File: src/rtl/br_pkg.sv
package br_pkg;
  typedef enum logic [2:0] {
    BR_EQ  = 3'b000,
    BR_NE  = 3'b001,
    BR_LT  = 3'b100,
    BR_GE  = 3'b101,
    BR_LTU = 3'b110,
    BR_GEU = 3'b111
  } br_funct_e;

  typedef struct packed {
    logic zero;
    logic borrow;
    logic sign;
    logic overflow;
    logic slt;
  } br_flags_t;
endpackage

File: src/rtl/br_sub.sv
module br_sub #(
  parameter int unsigned WIDTH = 32
) (
  input  logic [WIDTH-1:0] a_i,
  input  logic [WIDTH-1:0] b_i,
  output logic [WIDTH-1:0] diff_o,
  output logic             c_msb_o,
  output logic             c_out_o
);
  localparam int unsigned LW = WIDTH - 1;

  logic [WIDTH-1:0] low_sum;
  logic [1:0]       top_sum;

  // lower bits of a + ~b + 1; top bit of low_sum is the carry into the MSB
  assign low_sum = {1'b0, a_i[LW-1:0]} + {1'b0, ~b_i[LW-1:0]} + WIDTH'(1);
  assign top_sum = {1'b0, a_i[LW]} + {1'b0, ~b_i[LW]} + {1'b0, low_sum[LW]};

  assign diff_o  = {top_sum[0], low_sum[LW-1:0]};
  assign c_msb_o = low_sum[LW];
  assign c_out_o = top_sum[1];
endmodule

File: src/rtl/br_flags.sv
module br_flags
  import br_pkg::*;
#(
  parameter int unsigned WIDTH = 32
) (
  input  logic [WIDTH-1:0] diff_i,
  input  logic             c_msb_i,
  input  logic             c_out_i,
  input  logic             slt_i,
  output br_flags_t        flags_o
);
  always_comb begin
    flags_o.zero     = ~|diff_i;
    flags_o.borrow   = ~c_out_i;
    flags_o.sign     = diff_i[WIDTH-1];
    flags_o.overflow = c_msb_i ^ c_out_i;
    flags_o.slt      = slt_i;
  end
endmodule

File: src/rtl/br_select.sv
module br_select
  import br_pkg::*;
(
  input  logic [2:0] funct_i,
  input  br_flags_t  flags_i,
  output logic       taken_o
);
  always_comb begin
    case (funct_i)
      BR_EQ:   taken_o = flags_i.zero;
      BR_NE:   taken_o = ~flags_i.zero;
      BR_LT:   taken_o = flags_i.slt;
      BR_GE:   taken_o = ~flags_i.slt;
      BR_LTU:  taken_o = flags_i.borrow;
      BR_GEU:  taken_o = ~flags_i.borrow;
      default: taken_o = 1'b0;
    endcase
  end
endmodule

File: src/rtl/br_cond_eval.sv
module br_cond_eval
  import br_pkg::*;
#(
  parameter int unsigned WIDTH    = 32,
  parameter bit          SLT_WIDE = 1'b0
) (
  input  logic [WIDTH-1:0] a_i,
  input  logic [WIDTH-1:0] b_i,
  input  logic [2:0]       funct_i,
  output logic             taken_o,
  output logic             zero_o,
  output logic             borrow_o,
  output logic             sign_o,
  output logic             overflow_o,
  output logic             signed_lt_o
);
  logic [WIDTH-1:0] diff;
  logic             c_msb;
  logic             c_out;
  logic             slt;
  br_flags_t        flags;

  br_sub #(.WIDTH(WIDTH)) u_sub (
    .a_i    (a_i),
    .b_i    (b_i),
    .diff_o (diff),
    .c_msb_o(c_msb),
    .c_out_o(c_out)
  );

  generate
    if (SLT_WIDE) begin : g_slt_wide
      logic [WIDTH:0] ext_diff;
      assign ext_diff = {a_i[WIDTH-1], a_i} - {b_i[WIDTH-1], b_i};
      assign slt      = ext_diff[WIDTH];
    end else begin : g_slt_xor
      assign slt = diff[WIDTH-1] ^ (c_msb ^ c_out);
    end
  endgenerate

  br_flags #(.WIDTH(WIDTH)) u_flags (
    .diff_i (diff),
    .c_msb_i(c_msb),
    .c_out_i(c_out),
    .slt_i  (slt),
    .flags_o(flags)
  );

  br_select u_select (
    .funct_i(funct_i),
    .flags_i(flags),
    .taken_o(taken_o)
  );

  assign zero_o      = flags.zero;
  assign borrow_o    = flags.borrow;
  assign sign_o      = flags.sign;
  assign overflow_o  = flags.overflow;
  assign signed_lt_o = flags.slt;
endmodule

File: config.mk
export PLATFORM = sky130hd
export DESIGN_NAME = br_cond_eval
export DESIGN_NICKNAME = d
export VERILOG_FILES = /design/src/rtl/br_pkg.sv /design/src/rtl/br_sub.sv /design/src/rtl/br_flags.sv /design/src/rtl/br_select.sv /design/src/rtl/br_cond_eval.sv
export SDC_FILE = /design/constraint.sdc
export NUM_CORES = 1
export LEC_CHECK = 0
export ABC_AREA = 1
export BUFFER_PORTS_ARGS = -buffer_cell sky130_fd_sc_hd__buf_2
export CAP_MARGIN = 20
export CORE_MARGIN = 2
export CORE_UTILIZATION = 55
export DETAILED_ROUTE_END_ITERATION = 7
export PLACE_DENSITY = 0.83
export RECOVER_POWER = 25
export SETUP_SLACK_MARGIN = 0.1
export SLEW_MARGIN = 10
export SYNTH_ARGS = -nofsm -noshare
export SYNTH_HDL_FRONTEND = slang
export SYNTH_HIERARCHICAL = 1
export SYNTH_SLANG_ARGS = --single-unit
File: constraint.sdc
create_clock -name vclk -period 7.8
set_clock_uncertainty 0.05 [all_clocks]
set_input_delay 0.78 -clock vclk [all_inputs]
set_output_delay 0.78 -clock vclk [all_outputs]
set_load 0.03 [all_outputs]
==> impl_metrics.csv <==
group,metric,value,unit
outcome,status,"finished, final reports clean",
finish,nFlopsAndLatches,0,
worst_setup_path,worstPathArrival,3750,ps
pwr,p_leak,0.002291,µW
finish,clkbuf_count,0,
synth,synthDistinctLibCells,23,
drt,via_per_inst,4.737,
timing,max_slew_margin,75.40,%
drt,ant_nets,0,
floorplanning,die_h,74.99,µm
synth,yosysTopAreaCell,"nand2_1",
floorplanning,boundaryPins,73,
timing,setup_tns,0,ps
floorplanning,die_w,74.99,µm
finish,layout-drive-gt1-share,15.73,%
timing,finalSetupViolCount,0,
pwr,total_power,238.1,µW
grt,grt_pass1_vias,2995,
drt,drt_wl_total,7.197,mm
floorplanning,start_util,57.91,%
timing,rsz0062_at_grt,"false",
grt,grt_pass1_wl,11.94,mm
worst_setup_path,critical_path_required,6970,ps
timing,tightest_slew,370.6,ps
finish,register_area,0,µm²
worst_setup_path,cp_slowest_stage_delay,520,ps
pwr,powerDensity,74.31,nW/µm²
finish,area_growth,15.62,%
worst_setup_path,crit_top_cell,"nand2_1",
placed_design,place_hpwl,6.554,mm
floorplanning,num_rows,25,
placed_design,pre_cts_slack,3278,ps
finish,insertedDiodeCount,0,
synth,synth_top_area_share,31.15,%
timing,fin_crit,4575,ps
cts,ctsHoldBuffers,0,
finish,final_cell_mix,"nand2_1, inv_1, buf_2",
timing,final_hold_viol_count,0,
drt,vias,3420,
synth,synth.area.top_cells,"nand2_1, inv_1, ha_1",
synth,avgSynthCellArea,4.746,µm²
timing,fin_crit_sh,58.66,%
finish,final_area,3204,µm²
placed_design,gp_congestion,0.9576,
finish,layout_commonest_cell,"nand2_1",
job,maxCapViolations,0,
floorplanning,fp.coreArea,4786,µm²
worst_setup_path,crit_chain,"buf_2, ha_1, nand2_1, nor2_1, nand2_1, a21oi_2, nor2_1, o21ai_1, fa_1, nor2_1, nand2_1, nor2_1, nand2_1, nor2_1, nand2_1, nand3_1, nand3_1, nand2_1, buf_2",
placed_design,port_buffers,73,
worst_hold_path,hp-class,"primary input to primary output",
cts,cts_post_setup_buffers_inserted,0,
grt,antenna_found_initial,0,
placed_design,place_area,3206,µm²
drt,first_pass_iters,5,
timing,fmax,218.6,MHz
drt,initialDrtViolationCount,201,
floorplanning,dieArea,5623,µm²
grt,grt-ovfl-total,0,
synth,ys_seq_area_share,0,%
synth,synth_warnings,6,
drt,wire_per_inst,9.968,µm
worst_setup_path,worst_setup_path_end_kind,"primary output",
timing,setup_ws,3225,ps
drt,drc,0,
worst_setup_path,crit_fanout,4,
worst_setup_path,critical_path_class,"primary input to primary output",
pwr,vdd_drop_max,0.03941,mV
synth,synthCells,584,
finish,fin_nets,757,
grt,grt_usage,26.22,%
worst_setup_path,crit_path_start_kind,"primary input",
synth,syn-num-nets,684,
timing,slew_viol_final,0,
synth,netlist_area,2771,µm²
worst_setup_path,crit_path_top_delay_cell,"fa_1",
cts,post_cts_resized,0,
grt,grt_max_degree,7,
-- path summary, 6_finish.rpt --
kind	startpoint	endpoint	slack, ps	cells past startpoint
hold / removal	funct_i[1]	taken_o	1900	4
setup / recovery	a_i[11]	taken_o	3220	19
-- critical path, delay by kind of cell --
| kind | cells | cell delay, ps |
|---|---|---|
| adders and majority gates | 2 | 890 |
| buffers and inverters | 2 | 290 |
| AOI/OAI and AO/OA | 2 | 430 |
| and+or+nand+nor | 13 | 1350 |
-- layout make-up --
cell class | count | area (µm²)
multi-input combinational | 430 | 2186
fill | 501 | 1582
inverter | 152 | 570.5
timing repair buffer | 73 | 364.1
tap | 67 | 83.83
-- synthesized netlist by cell type, drive strengths merged --
master and count:
nand2 244, nand4 7, o21bai 2, or2 1, inv 152, nand3 37, ha 31, a21o 1
o21ai 2, nor3 3, xnor2 1, buf 2, nor2 63, xor2 14, fa 2, a21oi 22
-- kinds of logic after synthesis --
| family | count (synthesis) | share of synthesized area, % |
|---|---|---|
| simple gates | 355 | 53.41 |
| buf+inv | 154 | 21.13 |
| fa+ha+maj | 33 | 15.44 |
| compound gates | 27 | 5.282 |
| xor+xnor | 15 | 4.741 |
-- per-layer routing --
metal / GRT usage, % / part of all wire, %
met4: 3.571 / 0.38
met3: 1.205 / 6.4
met5: 0 / 0
met1: 35.52 / 48
met2: 46.98 / 46
-- stage by stage --
| step | instances | utilization (%) | hold WS (ps) |
|---|---|---|---|
| after detailed placement | 722 | 66.98 | 1904 |
| after global routing | 722 | 66.95 | 1936 |
| after CTS | 722 | 66.98 | 1905 |
| final | 722 | 66.95 | 1904 |
| after global placement | 722 | 66.98 | 1899 |
| after floorplan | 584 | - | 1758 |
-- power by group --
part | switching, µW | internal [µW]
Sequential | 0 | 0
Combinational | 151 | 86.9
Clock | 0 | 0
Power figures use the tool's default switching activity.
